$ cat config.mk
export PLATFORM = sky130hd
export DESIGN_NAME = seq_engine
export DESIGN_NICKNAME = d
export VERILOG_FILES = /design/src/rtl/seq_pkg.sv /design/src/rtl/seq_decode.sv /design/src/rtl/seq_stack.sv /design/src/rtl/seq_engine.sv
export SDC_FILE = /design/constraint.sdc
export NUM_CORES = 1
export LEC_CHECK = 0
export BUFFER_PORTS_ARGS = -buffer_cell sky130_fd_sc_hd__buf_2
export CORE_ASPECT_RATIO = 1.2
export CORE_MARGIN = 2
export CORE_UTILIZATION = 50
export DETAILED_ROUTE_END_ITERATION = 12
export PLACE_DENSITY_LB_ADDON = 0.05
export SYNTH_ARGS = -nofsm -noshare
export SYNTH_HDL_FRONTEND = slang
export SYNTH_SLANG_ARGS = --single-unit
export TNS_END_PERCENT = 10
$ cat constraint.sdc
create_clock -name clk -period 7.8 [get_ports clk]
set_clock_uncertainty 0.05 [all_clocks]
set_input_delay 1.56 -clock clk [delete_from_list [all_inputs] [get_ports clk]]
set_output_delay 1.56 -clock clk [all_outputs]
set_load 0.02 [all_outputs]
$ cat src/rtl/seq_pkg.sv
package seq_pkg;
  localparam int SEQ_AW  = 11;
  localparam int SEQ_CW  = 16;
  localparam int SEQ_IW  = 32;
  localparam int OP_HI   = 30;
  localparam int OP_LO   = 28;
  localparam int CNT_HI  = 26;
  localparam int CNT_LO  = 11;
  localparam int ADR_HI  = 10;
  localparam int ADR_LO  = 0;

  typedef enum logic [2:0] {
    OP_STOP = 3'b000,
    OP_RUN  = 3'b001,
    OP_LOOP = 3'b010,
    OP_LEND = 3'b011,
    OP_LINF = 3'b100,
    OP_CALL = 3'b101,
    OP_RET  = 3'b110,
    OP_BAD  = 3'b111
  } op_e;

  typedef struct packed {
    op_e               op;
    logic [SEQ_CW-1:0] cnt;
    logic [SEQ_AW-1:0] adr;
  } instr_t;

  typedef struct packed {
    logic              endless;
    logic [SEQ_CW-1:0] remain;
    logic [SEQ_AW-1:0] body;
  } loop_ent_t;

  localparam int LOOP_EW = $bits(loop_ent_t);

  typedef enum logic [1:0] {
    S_IDLE  = 2'd0,
    S_FETCH = 2'd1,
    S_EXEC  = 2'd2,
    S_PAT   = 2'd3
  } st_e;
endpackage

$ cat src/rtl/seq_decode.sv
module seq_decode
  import seq_pkg::*;
(
  input  logic [SEQ_IW-1:0] word,
  output instr_t            ins
);
  logic unused_bits;
  assign unused_bits = ^{word[SEQ_IW-1], word[OP_LO-1]};

  always_comb begin
    ins.op  = op_e'(word[OP_HI:OP_LO]);
    ins.cnt = word[CNT_HI:CNT_LO];
    ins.adr = word[ADR_HI:ADR_LO];
  end
endmodule

$ cat src/rtl/seq_stack.sv
module seq_stack #(
  parameter int W     = 11,
  parameter int DEPTH = 8
) (
  input  logic         clk,
  input  logic         rst_n,
  input  logic         clr,
  input  logic         push,
  input  logic         pop,
  input  logic         upd,
  input  logic [W-1:0] din,
  output logic [W-1:0] top,
  output logic         full,
  output logic         empty
);
  localparam int PW  = $clog2(DEPTH + 1);
  localparam int IXW = (DEPTH > 1) ? $clog2(DEPTH) : 1;

  logic [PW-1:0]  sp_q, sp_n;
  logic [W-1:0]   mem [DEPTH];
  logic [IXW-1:0] wr_ix, tp_ix;

  assign wr_ix = IXW'(sp_q);
  assign tp_ix = IXW'(sp_q - 1'b1);
  assign full  = (sp_q == PW'(DEPTH));
  assign empty = (sp_q == '0);
  assign top   = mem[tp_ix];

  always_comb begin
    sp_n = sp_q;
    if (clr)       sp_n = '0;
    else if (push) sp_n = sp_q + 1'b1;
    else if (pop)  sp_n = sp_q - 1'b1;
  end

  always_ff @(posedge clk or negedge rst_n) begin
    if (!rst_n) sp_q <= '0;
    else        sp_q <= sp_n;
  end

  always_ff @(posedge clk) begin
    if (push)     mem[wr_ix] <= din;
    else if (upd) mem[tp_ix] <= din;
  end

  AST_STK_NO_OVERFLOW: assert property (@(posedge clk) disable iff (!rst_n)
    !(push && full));
  AST_STK_NO_UNDERFLOW: assert property (@(posedge clk) disable iff (!rst_n)
    !((pop || upd) && empty));
  AST_STK_ONE_OP: assert property (@(posedge clk) disable iff (!rst_n)
    $onehot0({push, pop, upd}));
endmodule

$ cat src/rtl/seq_engine.sv
module seq_engine
  import seq_pkg::*;
#(
  parameter int LOOP_DEPTH = 8,
  parameter int CALL_DEPTH = 8
) (
  input  logic              clk,
  input  logic              rst_n,
  input  logic              start,
  input  logic              abort,
  output logic              busy,
  output logic              err,
  output logic              pm_rd,
  output logic [SEQ_AW-1:0] pm_addr,
  input  logic [SEQ_IW-1:0] pm_data,
  output logic              pat_req,
  output logic [SEQ_AW-1:0] pat_offset,
  output logic [SEQ_CW-1:0] pat_count,
  input  logic              pat_done
);
  st_e               st_q, st_n;
  logic [SEQ_AW-1:0] pc_q, pc_n;
  logic              err_q, err_n;
  logic              abt_q, abt_n;
  logic [SEQ_AW-1:0] off_q, off_n;
  logic [SEQ_CW-1:0] cnt_q, cnt_n;

  instr_t            ins;
  logic [SEQ_AW-1:0] pc_inc;

  logic              stk_clr;
  logic              l_push, l_pop, l_upd, l_full, l_empty;
  loop_ent_t         l_din, l_top;
  logic [LOOP_EW-1:0] l_top_raw;
  logic              r_push, r_pop, r_full, r_empty;
  logic [SEQ_AW-1:0] r_top;

  seq_decode u_dec (
    .word (pm_data),
    .ins  (ins)
  );

  seq_stack #(.W(LOOP_EW), .DEPTH(LOOP_DEPTH)) u_loop_stk (
    .clk   (clk),
    .rst_n (rst_n),
    .clr   (stk_clr),
    .push  (l_push),
    .pop   (l_pop),
    .upd   (l_upd),
    .din   (l_din),
    .top   (l_top_raw),
    .full  (l_full),
    .empty (l_empty)
  );
  assign l_top = loop_ent_t'(l_top_raw);

  seq_stack #(.W(SEQ_AW), .DEPTH(CALL_DEPTH)) u_call_stk (
    .clk   (clk),
    .rst_n (rst_n),
    .clr   (stk_clr),
    .push  (r_push),
    .pop   (r_pop),
    .upd   (1'b0),
    .din   (pc_inc),
    .top   (r_top),
    .full  (r_full),
    .empty (r_empty)
  );

  assign pc_inc = pc_q + 1'b1;

  always_comb begin
    st_n    = st_q;
    pc_n    = pc_q;
    err_n   = err_q;
    abt_n   = abt_q;
    off_n   = off_q;
    cnt_n   = cnt_q;
    stk_clr = 1'b0;
    l_push  = 1'b0;
    l_pop   = 1'b0;
    l_upd   = 1'b0;
    l_din   = '0;
    r_push  = 1'b0;
    r_pop   = 1'b0;

    if (st_q != S_IDLE && abort) abt_n = 1'b1;

    case (st_q)
      S_IDLE: begin
        if (start) begin
          st_n    = S_FETCH;
          pc_n    = '0;
          err_n   = 1'b0;
          abt_n   = 1'b0;
          stk_clr = 1'b1;
        end
      end
      S_FETCH: begin
        st_n = abt_q ? S_IDLE : S_EXEC;
      end
      S_EXEC: begin
        st_n = S_FETCH;
        case (ins.op)
          OP_RUN: begin
            if (ins.cnt != '0) begin
              off_n = ins.adr;
              cnt_n = ins.cnt;
              st_n  = S_PAT;
            end else begin
              pc_n = pc_inc;
            end
          end
          OP_LOOP, OP_LINF: begin
            if (l_full) begin
              err_n = 1'b1;
              st_n  = S_IDLE;
            end else begin
              l_push        = 1'b1;
              l_din.endless = (ins.op == OP_LINF);
              l_din.remain  = ins.cnt;
              l_din.body    = pc_inc;
              pc_n          = pc_inc;
            end
          end
          OP_LEND: begin
            if (l_empty) begin
              err_n = 1'b1;
              st_n  = S_IDLE;
            end else if (l_top.endless) begin
              pc_n = l_top.body;
            end else if (l_top.remain > SEQ_CW'(1)) begin
              l_upd        = 1'b1;
              l_din        = l_top;
              l_din.remain = l_top.remain - 1'b1;
              pc_n         = l_top.body;
            end else begin
              l_pop = 1'b1;
              pc_n  = pc_inc;
            end
          end
          OP_CALL: begin
            if (r_full) begin
              err_n = 1'b1;
              st_n  = S_IDLE;
            end else begin
              r_push = 1'b1;
              pc_n   = ins.adr;
            end
          end
          OP_RET: begin
            if (r_empty) begin
              err_n = 1'b1;
              st_n  = S_IDLE;
            end else begin
              r_pop = 1'b1;
              pc_n  = r_top;
            end
          end
          OP_STOP: st_n = S_IDLE;
          default: begin
            err_n = 1'b1;
            st_n  = S_IDLE;
          end
        endcase
      end
      S_PAT: begin
        if (pat_done) begin
          pc_n = pc_inc;
          st_n = S_FETCH;
        end
      end
      default: st_n = S_IDLE;
    endcase
  end

  always_ff @(posedge clk or negedge rst_n) begin
    if (!rst_n) begin
      st_q  <= S_IDLE;
      pc_q  <= '0;
      err_q <= 1'b0;
      abt_q <= 1'b0;
      off_q <= '0;
      cnt_q <= '0;
    end else begin
      st_q  <= st_n;
      pc_q  <= pc_n;
      err_q <= err_n;
      abt_q <= abt_n;
      off_q <= off_n;
      cnt_q <= cnt_n;
    end
  end

  assign busy       = (st_q != S_IDLE);
  assign err        = err_q;
  assign pm_rd      = (st_q == S_FETCH) && !abt_q;
  assign pm_addr    = pc_q;
  assign pat_req    = (st_q == S_PAT);
  assign pat_offset = off_q;
  assign pat_count  = cnt_q;

  AST_REQ_HOLD: assert property (@(posedge clk) disable iff (!rst_n)
    pat_req && !pat_done |=> pat_req && $stable(pat_offset) && $stable(pat_count));
  AST_REQ_NONZERO: assert property (@(posedge clk) disable iff (!rst_n)
    pat_req |-> pat_count != '0);
  AST_IDLE_QUIET: assert property (@(posedge clk) disable iff (!rst_n)
    !busy |-> !pat_req && !pm_rd);
  AST_ABORT_WAITS: assert property (@(posedge clk) disable iff (!rst_n)
    pat_req && !pat_done && abort |=> pat_req);
  AST_ERR_HALTS: assert property (@(posedge clk) disable iff (!rst_n)
    $rose(err) |-> !busy);
  AST_ERR_STICKY: assert property (@(posedge clk) disable iff (!rst_n)
    err && !(start && !busy) |=> err);
endmodule

# Word level (Yosys, flattened, before mapping)
# Memory sizes are Yosys's and may differ from the RTL's.
# Cells that the tools add are included.
# word_totals
ff_bits	50
mem_bits_rw	312
input_bits	37
output_inout_bits	42
wordCells	135
mem_count	2
# mem_list
memory	depth	word_bits	rd	rd_clocked_by_memory_dff	wr	line_no	source
u_loop_stk.mem	8	28	1	0	1	seq_stack.sv:20	logic [W-1:0] mem [DEPTH];
u_call_stk.mem	8	11	1	0	1	seq_stack.sv:20	
# classes
n_eq_ne	24
muxes	74
n_reduce_logical	20
order_cmp	1
add_sub_neg	6
# ops
operator	count
$mux 11	9
$mux 28	3
$mux 27	3
$pmux 28 s2	1
$pmux 11 s5	1
$mux 1	41
$pmux 11 s3	1
$reduce_or 28->1	1
$ne 3x3->1 const B	9
$mux 4	6
$gt 16x1->1 const B	1
$reduce_bool 16->1	1
$sub 16x1->16 const B	1
$add 11x1->11 const B	1
$pmux 2 s5	1
$eq 3x3->1 const B	3
$reduce_and 9->1	1
$reduce_bool 3->1	3
$add 4x1->4 const B	2
$eq 4x4->1 const B	2
$logic_not 4->1	2
$mux 2	4
$pmux 2 s4	1
$sub 4x1->4 const B	2
other kinds (19)	25

# Longest topological paths before layout
# Gate-level depths: netlist of run 1.
# An unclocked memory read counts as a cell.
# depth
ltp_word	13
mapped_depth	21
depth_no_buf	11

# Cells and area by module
# A second synthesis of run 1 with hierarchy kept.
# hier_totals
cells_unflattened	973
hier_area_um2	16146.7
# modules_own_cells
module	instances	area_each_um2	cells_per_inst	seq_area_each_um2
seq_stack (u_loop_stk)	1	8838.5	373	6826.5
seq_stack (u_call_stk)	1	3717.3	179	2742.6
seq_engine	1	3365.7	391	1051.0
seq_decode	1	225.2	30	0.0

# Worst setup path before layout of run 1
# Ideal clock, no wire load.
# synth_timing
kind	reg2reg
start	register u_loop_stk.sp_q[0]
end	memory u_loop_stk.mem[3][0] in the netlist's numbering, enable pin
setup_ps	456
path_stages_with_launch	20
period_less_slack_ps	6260
required_ps	7294
path_slack_ps	1540
arrival_ps	5754
path_buffers	8
path_cell_list	dfrtp_1 inv_2 buf_2 buf_2 ha_1 buf_6 buf_8 buf_6 buf_6 buf_2 mux4_2 mux2_2 inv_1 ha_1 clkbuf_1 o21a_1 and4_1 a31oi_4 xnor2_1 a211oi_1
# synth_between
elab_chain_len	13
word_cells_on_any_way	21
classes_between	add/sub (1); order compare (1); eq/ne (1); mux (15); reduce/logical (2); memory (1)
# synth_lines
item	line_no	source
start, declared	seq_stack.sv:19	logic [PW-1:0] sp_q, sp_n;
start signal, assigned	seq_stack.sv:38	else sp_q <= sp_n;
$sub 4x1->4	n/a	
$mem_v2 8x28	n/a	
$gt 16x1->1	seq_engine.sv:132	end else if (l_top.remain > SEQ_CW'(1)) begin
$mux 1	seq_engine.sv:132	
$mux 1	seq_engine.sv:130	end else if (l_top.endless) begin
$mux 1	seq_engine.sv:127	if (l_empty) begin
$mux 1	seq_engine.sv:104	case (ins.op)
$mux 1	seq_engine.sv:89	case (st_q)
$mux 1	seq_stack.sv:43	else if (upd) mem[tp_ix] <= din;
$mux 1	seq_stack.sv:42	if (push) mem[wr_ix] <= din;
$mux 1 (not written as such)	seq_stack.sv:43	
$reduce_or 28->1 (no source line)	n/a	
$mux 3 (no source line) or $mux 1 (tied branches)	n/a	
end, declared	seq_stack.sv:20	
# Parallel ways exist; a longest one is shown, timed or not.

# Worst setup path in the final report of run 1
# layout_timing
start	register u_loop_stk.sp_q[0]
end	memory u_loop_stk.mem[7][6] in the netlist's numbering, enable pin
# Same word-level chain as after synthesis.

==> flow_metrics.env, run 1 <==
export IMPL_synth_edff_count=312
export IMPL_via_count=9614
export IMPL_crit_path_start_kind="flip-flop"
export IMPL_hpwl_um=25500
export IMPL_post_synth_top_count_cell="edfxtp_1"
export IMPL_endpoint_kind="flip-flop"
export IMPL_hold_viol=0
export IMPL_dp_cells=1511
export IMPL_grt_usage_pct=23.8
export IMPL_min_path_type="reg2reg"
export IMPL_insertedDiodeCount=0
export IMPL_path_clk_slew_ps=60
export IMPL_cp_startpoint="u_loop_stk.sp_q[0]"
export IMPL_crit_path_end="u_loop_stk.mem[7][6]"
export IMPL_synth_commonest_cells="edfxtp_1, nand2_1, mux4_2"
export IMPL_drc=0
export IMPL_period_needed_ps=5810
export IMPL_hold_buffers=0
export IMPL_fin_worst_hold_slack_ps=447
export IMPL_slowest_delay_ps=700
export IMPL_post_drt_wl_per_cell_um=25.2
export IMPL_power_total_mw=5.09
export IMPL_syn_num_nets=1103
export IMPL_portBuffers=76
export IMPL_vias_per_cell=6.09
export IMPL_initialDrtViolationCount=705
export IMPL_setup_viol=0
export IMPL_num_io_pins=79
export IMPL_die_h_um=202
export IMPL_synthFlopType="edfxtp_1"
export IMPL_p_leak_nw=6.00
export IMPL_relSlewSlack_pct=31.5
export IMPL_core_region_area_mm2=0.0323
export IMPL_die_area_mm2=0.0342
export IMPL_path_common_cell="buf_4"
export IMPL_worstPathRequired_ps=7930
export IMPL_final_cells=1579
export IMPL_final_nets=1192
export IMPL_cp_max_fo=51
export IMPL_synth_area_leaders="edfxtp_1, mux4_2, dfrtp_1"
export IMPL_outcome="complete, no violations"
export IMPL_synth_distinct_cells=75
export IMPL_r2r_start="u_loop_stk.sp_q[0]"
export IMPL_cts_buffer_depth=3
export IMPL_clk_insertion_delay_late_ps=530
export IMPL_final_layout_size_suffix_gt1_share_pct=26.2
export IMPL_syn2layout_area_growth_pct=13.0
export IMPL_yosys_register_bits=362
export IMPL_first_global_vias=9810
export IMPL_first_pass_iters=5
export IMPL_cts_resized=0
export IMPL_max_vdd_ir_drop_v=0.000165
export IMPL_syn_area_mm2=0.0164
export IMPL_synth_avg_cell_area_um2=15.5
export IMPL_rrSetupSlack_ps=1990
export IMPL_drt_total_wl_um=39900
export IMPL_post_cts_setup_buffers=0
export IMPL_grt_max_degree=52
export IMPL_path_cells="inv_2 -> ha_4 -> buf_4 -> mux2i_1 -> mux4_2 -> and2_1 -> and4_4 -> nand4_4 -> nand4_1 -> a211oi_4 -> buf_4"
export IMPL_h_tree_depth=2
export IMPL_die_w_um=169
export IMPL_grt_pass1_wl_um=60300
export IMPL_arrival_ps=5940
export IMPL_yosys_warnings=0
export IMPL_reg2reg_depth=11
export IMPL_cts_inserted_buffers=37
export IMPL_final_max_slew_viol_count=0
export IMPL_cts_root_buffer="clkbuf_16"
export IMPL_synthCells=1054
export IMPL_start_util_pct=50.7
export IMPL_synth_area_leader_cell="edfxtp_1"
export IMPL_p_per_area_mw_per_mm2=275
export IMPL_max_freq_mhz=172
export IMPL_ys_async_sr_fraction_pct=13.8
export IMPL_rsz0062_at_grt="no"
export IMPL_fillCellCount=2624
export IMPL_drv_cap=0
export IMPL_netlist_area_leader_share_pct=57.3
export IMPL_slowest_stage="a211oi_4"
export IMPL_path_class="reg2reg"
export IMPL_rr_endpoint="u_loop_stk.mem[7][6]"
export IMPL_rows=72
export IMPL_overflow=0
export IMPL_ant_nets=0
export IMPL_antenna_found_initial=0
export IMPL_cts_sinks=362
export IMPL_timing_setup_tns_ps=0
export IMPL_synth_seq_area_share_pct=64.9
export IMPL_cts_tree="yes"
export IMPL_fin_crit_sh_pct=74.5
export IMPL_tightestPinTransition_ps=1020
export IMPL_gp_congestion=0.871
==> metrics by stage <==
step	setup WS (ps)	utilization [%]	instance area, µm²
floorplan	1540	-	16400
detailed placement	1910	53.7	17300
global placement	1970	53.7	17300
finish	1990	57.3	18500
CTS	1890	57.3	18500
global route	1720	57.3	18500
==> routing by layer <==
metal	GRT usage, %	part of all wire, %	vias to the layer above
li1	-	-	4361
met1	31.1	43	4883
met2	40.6	49	284
met3	3.13	4.1	86
met4	9.83	4.0	0
met5	0	0	-
==> placed cells by master, fill, tap and decap left out, drive strengths merged, types with 29 or more instances in the layout <==
| cell type | Yosys | routed |
|---|---|---|
| nand2 | 82 | 82 |
| nor2 | 50 | 50 |
| nor3 | 30 | 30 |
| clkbuf | 31 | 49 |
| mux2 | 34 | 34 |
| mux2i | 46 | 46 |
| dfrtp | 50 | 50 |
| edfxtp | 312 | 312 |
| a21oi | 29 | 29 |
| buf | 34 | 115 |
| o21ai | 37 | 37 |
| mux4 | 72 | 72 |
==> state kept, by name, summed over array words and instances (netlist names) <==
name	flops
u_call_stk.sp_q	4
abt_q	1
u_call_stk.mem	88
pat_offset	11
st_q	2
err	1
pm_addr	11
u_loop_stk.mem	224
u_loop_stk.sp_q	4
pat_count	16
==> kinds of logic after synthesis <==
logic type / after synthesis / share of synthesized area, %
adders and majority gates: 12 / 0.918
and+or+nand+nor: 263 / 8.19
muxes: 152 / 15.2
AOI/OAI and AO/OA: 151 / 6.51
xor gates and xnor gates: 29 / 1.60
DFF: 362 / 64.9
buffers and inverters: 85 / 2.59
==> critical path: cells and delay by family, from the launching register on <==
kind	cells	cell delay, ps
AO/OA/AOI/OAI	1	700
adder cells (fa/ha/maj)	1	680
buffers and inverters	3	1520
flip-flops	1	520
multiplexers	2	680
AND/OR/NAND/NOR	4	1190
==> worst min-delay path by stage <==
stage	start	endpoint	slack [ps]	cells past startpoint
global placement	pat_offset[6]	pat_offset[6]	430	1
finish	pat_offset[0]	pat_offset[0]	450	1
CTS	pat_offset[0]	pat_offset[0]	450	1
detailed placement	pat_offset[8]	pat_offset[8]	440	1
global route	pat_offset[0]	pat_offset[0]	460	1
floorplan	abt_q	abt_q	470	2
==> report_power, final <==
part	switching (mW)	total, mW	internal, mW
sequential	0.0696	2.27	2.20
clock	0.713	1.70	0.992
combinational	0.703	1.12	0.412
total	1.49	5.09	3.60
==> layout make-up <==
cell class / instances / area (µm²) / share of cell area [%]
clock buffers: 49 / 1020 / 5.54
repair buffers: 115 / 686 / 3.71
flip-flops and latches: 362 / 10600 / 57.5
well taps: 407 / 509 / 2.76
multi-input cells: 607 / 5420 / 29.3
inverters: 20 / 77.6 / 0.420
clock inverters: 19 / 145 / 0.785
No activity file was read; power rests on OpenSTA's default activity.
==> run 2, diff against run 1 <==
--- a/config.mk
+++ b/config.mk
@@ -5,6 +5,7 @@
 export SDC_FILE = /design/constraint.sdc
 export NUM_CORES = 1
 export LEC_CHECK = 0
+export ABC_AREA = 1
 export BUFFER_PORTS_ARGS = -buffer_cell sky130_fd_sc_hd__buf_2
 export CORE_ASPECT_RATIO = 1.2
 export CORE_MARGIN = 2
==> constraint.sdc (replaced) <==
create_clock -name clk -period 5.3 [get_ports clk]
set_clock_uncertainty 0.05 [all_clocks]
set_input_delay 1.06 -clock clk [delete_from_list [all_inputs] [get_ports clk]]
set_output_delay 1.06 -clock clk [all_outputs]
set_load 0.02 [all_outputs]
==> flow_metrics.env, run 2 <==
export IMPL_outcome="complete, no violations"
export IMPL_die_h_um=205
export IMPL_drt_total_wl_um=40900
export IMPL_path_class="reg2reg"
export IMPL_fin_crit_sh_pct=92.0
export IMPL_cp_top_family="simple AND/OR/NAND/NOR gates"
export IMPL_timing_setup_tns_ps=0
export IMPL_dp_cells=2106
export IMPL_first_pass_iters=5
export IMPL_synth_distinct_cells=46
export IMPL_synth_area_leaders="edfxtp_1, nand2_1, dfrtp_1"
export IMPL_layout_commonest_cell="nand2_1"
export IMPL_die_w_um=171
export IMPL_num_io_pins=79
export IMPL_start_util_pct=50.7
export IMPL_tightestPinTransition_ps=1160
export IMPL_cts_buffer_depth=3
export IMPL_gp_congestion=0.853
export IMPL_yosys_warnings=0
export IMPL_p_per_area_mw_per_mm2=482
export IMPL_placed_area_mm2=0.0177
export IMPL_syn2layout_area_growth_pct=12.5
export IMPL_period_needed_ps=4870
export IMPL_min_path_type="reg2reg"
export IMPL_rsz0062_at_grt="no"
export IMPL_synth_fa_ha_area_share_pct=0.893
export IMPL_synthFlopType="edfxtp_1"
export IMPL_slowest_delay_ps=690
export IMPL_hold_buffers=0
export IMPL_arrival_ps=5050
export IMPL_synth_area_leader_cell="edfxtp_1"
export IMPL_layout_common_cells="nand2_1, edfxtp_1, inv_1"
export IMPL_max_freq_mhz=205
export IMPL_vias_per_cell=5.41
export IMPL_grt_usage_pct=23.8
export IMPL_top_register="u_loop_stk.mem"
export IMPL_fin_area_mm2=0.0189
export IMPL_hpwl_um=25600
export IMPL_ys_async_sr_fraction_pct=13.8
export IMPL_fillCellCount=2935
export IMPL_setup_slack_ps=426
export IMPL_syn_num_nets=1675
export IMPL_final_nets=1745
export IMPL_path_clk_slew_ps=60
export IMPL_setup_viol=0
export IMPL_grt_pass1_wl_um=63200
export IMPL_h_tree_depth=2
export IMPL_final_max_slew_viol_count=0
export IMPL_overflow=0
export IMPL_drc=0
export IMPL_antenna_found_initial=0
export IMPL_yosys_register_bits=362
export IMPL_worstPathRequired_ps=5480
export IMPL_cts_root_buffer="clkbuf_16"
export IMPL_path_cells="clkinv_2 -> ha_2 -> inv_2 -> nor2_1 -> o21ai_1 -> nand2_1 -> inv_1 -> o21ai_0 -> inv_1 -> ha_1 -> nor2_1 -> inv_1 -> nand2_2 -> nor2_8 -> inv_2 -> nor2_4 -> nor2_2 -> clkinv_1 -> nand2_1 -> nand3_1 -> nor2_4 -> buf_12"
export IMPL_rows=73
export IMPL_p_leak_nw=7.65
export IMPL_die_area_mm2=0.0351
export IMPL_pre_cts_slack_ps=455
export IMPL_synth_compound_area_share_pct=8.79
export IMPL_cts_tree="yes"
export IMPL_netlist_area_leader_share_pct=55.8
export IMPL_cp_max_fo=35
export IMPL_first_global_vias=11100
export IMPL_power_total_mw=9.12
export IMPL_fin_worst_hold_slack_ps=428
export IMPL_post_drt_wl_per_cell_um=18.8
export IMPL_synth_avg_cell_area_um2=10.3
export IMPL_via_count=11800
export IMPL_rrSetupSlack_ps=430
export IMPL_relSlewSlack_pct=22.2
export IMPL_cts_sinks=362
export IMPL_muxShareOfSynthArea_pct=1.32
export IMPL_synth_top_family_by_area="simple AND/OR/NAND/NOR gates"
export IMPL_critPathBufInv=8
export IMPL_drv_cap=0
export IMPL_cts_inserted_buffers=38
export IMPL_syn_area_mm2=0.0168
export IMPL_synth_simple_gate_area_share_pct=17.8
export IMPL_final_core_util_pct=57.0
export IMPL_grt_max_degree=90
export IMPL_largest_reg_flops=224
export IMPL_hold_viol=0
export IMPL_portBuffers=76
export IMPL_final_cells=2173
export IMPL_ant_nets=0
export IMPL_post_synth_top_count_cell="nand2_1"
export IMPL_synth_commonest_cells="nand2_1, edfxtp_1, inv_1"
export IMPL_synth_xor_area_share_pct=1.13
export IMPL_endpoint_kind="flip-flop"
export IMPL_core_region_area_mm2=0.0332
export IMPL_post_cts_setup_buffers=0
export IMPL_slowest_stage="dfrtp_4"
export IMPL_insertedDiodeCount=0
export IMPL_max_vdd_ir_drop_v=0.000198
export IMPL_cts_resized=0
export IMPL_final_layout_size_suffix_gt1_share_pct=14.2
export IMPL_initialDrtViolationCount=1102
export IMPL_synth_edff_count=312
export IMPL_crit_path_start_kind="flip-flop"
export IMPL_path_common_cell="inv_1"
export IMPL_synth_seq_area_share_pct=63.2
export IMPL_synthCells=1626
export IMPL_clk_insertion_delay_late_ps=540
run 2: worst register-to-register path: cells and delay by family (launching register included):
kind	cells	cell delay (ps)
AO/OA/AOI/OAI	2	330
AND/OR/NAND/NOR	10	1720
flip-flops	1	690
buffers and inverters	8	840
adder cells (fa/ha/maj)	2	920
run 2: kinds of logic after synthesis:
logic type      count (synthesis)
fa+ha+maj                      12
mux                            21
simple gates                  700
xor+xnor                       20
flops                         362
compound gates                240
buf+inv                       271
run 2: layout make-up:
cell class	count	area, µm²	share of cell area [%]
clock buffer	52	1040	5.53
clock inverter	15	151	0.801
inverter	185	696	3.68
multi-input combinational	993	5110	27.1
sequential	362	10600	56.2
tap	450	563	2.98
timing repair buffer	116	706	3.73
run 2: power by group:
part / total [mW] / leakage [nW] / internal (mW) / switching (mW)
Combinational: 3.00 / 3.24 / 0.910 / 2.09
Sequential: 3.54 / 3.82 / 3.38 / 0.166
Clock: 2.58 / 0.585 / 1.52 / 1.05
Total: 9.12 / 7.65 / 5.81 / 3.31
run 2: path summary, 6_finish.rpt:
check,end,start,depth (start not counted)
worst max-delay path,u_loop_stk.mem[1][18],u_loop_stk.sp_q[0],22
worst min-delay path,pat_offset[4],pat_offset[4],2
worst max register to register,u_loop_stk.mem[1][18],u_loop_stk.sp_q[0],22
worst min register to register,pat_offset[4],pat_offset[4],2
max in group asynchronous,u_loop_stk.sp_q[0],rst_n,2
min in group asynchronous,pat_offset[2],rst_n,2
run 2: per-layer routing:
| metal | global-route usage [%] | part of all wire, % | vias up |
|---|---|---|---|
| met5 | 0 | 0 | - |
| met4 | 5.78 | 1.7 | 0 |
| met3 | 2.72 | 4.4 | 52 |
| met2 | 39.6 | 49 | 276 |
| met1 | 33.5 | 45 | 5740 |
| li1 | - | - | 5688 |
==> run 3, diff against run 2 <==
==> constraint.sdc (replaced) <==
create_clock -name clk -period 6 [get_ports clk]
set_clock_uncertainty 0.05 [all_clocks]
set_input_delay 1.2 -clock clk [delete_from_list [all_inputs] [get_ports clk]]
set_output_delay 1.2 -clock clk [all_outputs]
set_load 0.02 [all_outputs]
==> flow_metrics.env, run 3 (synthesis results as in run 2) <==
export IMPL_outcome="complete, no violations"
export IMPL_top_register="u_loop_stk.mem"
export IMPL_first_pass_iters=5
export IMPL_pre_cts_slack_ps=888
export IMPL_cp_startpoint="u_loop_stk.sp_q[0]"
export IMPL_hpwl_um=25000
export IMPL_min_path_type="reg2reg"
export IMPL_path_clk_slew_ps=60
export IMPL_die_h_um=205
export IMPL_initialDrtViolationCount=940
export IMPL_final_layout_size_suffix_gt1_share_pct=13.4
export IMPL_relSlewSlack_pct=23.2
export IMPL_seqCellArea_mm2=0.0106
export IMPL_layout_common_cells="nand2_1, edfxtp_1, inv_1"
export IMPL_setup_viol=0
export IMPL_arrival_ps=5230
export IMPL_crit_path_start_kind="flip-flop"
export IMPL_grt_pass1_wl_um=62700
export IMPL_max_vdd_ir_drop_v=0.000223
export IMPL_die_w_um=171
export IMPL_vias_per_cell=5.40
export IMPL_layout_commonest_cell="nand2_1"
export IMPL_drt_total_wl_um=41000
export IMPL_drv_cap=0
export IMPL_drc=0
export IMPL_p_per_area_mw_per_mm2=420
export IMPL_cts_tree="yes"
export IMPL_num_io_pins=79
export IMPL_hold_viol=0
export IMPL_gp_congestion=0.869
export IMPL_setup_slack_ps=941
export IMPL_clk_insertion_delay_late_ps=530
export IMPL_die_area_mm2=0.0351
export IMPL_dp_cells=2097
export IMPL_largest_reg_flops=224
export IMPL_final_max_slew_viol_count=0
export IMPL_max_freq_mhz=198
export IMPL_fin_worst_hold_slack_ps=429
export IMPL_syn2layout_area_growth_pct=11.8
export IMPL_ant_nets=0
export IMPL_final_cells=2162
export IMPL_grt_max_degree=98
export IMPL_post_drt_wl_per_cell_um=19.0
export IMPL_hold_start="pat_offset[3]"
export IMPL_fillCellCount=2892
export IMPL_first_global_vias=11000
export IMPL_core_region_area_mm2=0.0332
export IMPL_fin_area_mm2=0.0188
export IMPL_tightestPinTransition_ps=1150
export IMPL_path_class="reg2reg"
export IMPL_cts_inserted_buffers=37
export IMPL_antenna_found_initial=0
export IMPL_post_cts_setup_buffers=0
export IMPL_rsz0062_at_grt="no"
export IMPL_timing_setup_tns_ps=0
export IMPL_cts_buffer_depth=3
export IMPL_cp_max_fo=50
export IMPL_final_nets=1735
export IMPL_fin_crit_sh_pct=84.3
export IMPL_cts_root_buffer="clkbuf_16"
export IMPL_cts_sinks=362
export IMPL_start_util_pct=50.7
export IMPL_cts_resized=0
export IMPL_hold_buffers=0
export IMPL_period_needed_ps=5060
export IMPL_worstPathRequired_ps=6170
export IMPL_via_count=11700
export IMPL_h_tree_depth=2
export IMPL_overflow=0
export IMPL_placed_area_mm2=0.0177
export IMPL_final_core_util_pct=56.7
export IMPL_grt_usage_pct=23.7
export IMPL_power_total_mw=7.89
export IMPL_portBuffers=76
export IMPL_endpoint_kind="flip-flop"
export IMPL_rows=73
export IMPL_multi_input_area_mm2=0.00511
export IMPL_p_leak_nw=7.56
export IMPL_r2r_start="u_loop_stk.sp_q[0]"
run 3: area by class of cell:
class | instances | share of cell area, %
Tap cell | 450 | 3.00
Timing Repair Buffer | 107 | 3.73
Antenna cell | 1 | 0.0133
Inverter | 185 | 3.70
Clock inverter | 12 | 0.473
Multi-Input combinational cell | 993 | 27.2
Sequential cell | 362 | 56.5
Clock buffer | 52 | 5.33
run 3: routing by layer:
layer / share of wire [%] / GRT usage, %
met1: 44 / 32.7
met2: 48 / 39.1
met3: 6.2 / 3.48
met4: 2.1 / 6.66
met5: 0 / 0
run 3: final timing paths:
kind / end / slack, ps / depth (start not counted)
min: pat_offset[3] / 430 / 2
min in group asynchronous: pat_offset[5] / 760 / 2
max reg2reg: u_loop_stk.mem[3][23] / 940 / 20
max in group asynchronous: u_loop_stk.sp_q[0] / 4570 / 2
max: u_loop_stk.mem[3][23] / 940 / 20
min reg2reg: pat_offset[3] / 430 / 2
run 3: power by group:
part	total [mW]	internal, mW	leakage [nW]	switching [mW]
clock network	2.13	1.21	0.529	0.920
registers	3.13	2.98	3.82	0.144
logic	2.64	0.794	3.21	1.84
run 3: critical path, cell delays in order, from the launching register on:
cell      delay, ps
dfrtp_4         630
clkinv_2        110
ha_2            340
buf_4           560
o21ai_0         170
o21ai_0         180
inv_1            50
o21a_1          250
ha_1            270
nor2_1           90
inv_1            50
nand2_2         110
nor2_8           60
inv_2            60
nor2_4           70
nor2_2          240
clkinv_1        150
nand2_1         110
nand3_1         320
nor2_4          570
buf_12          260
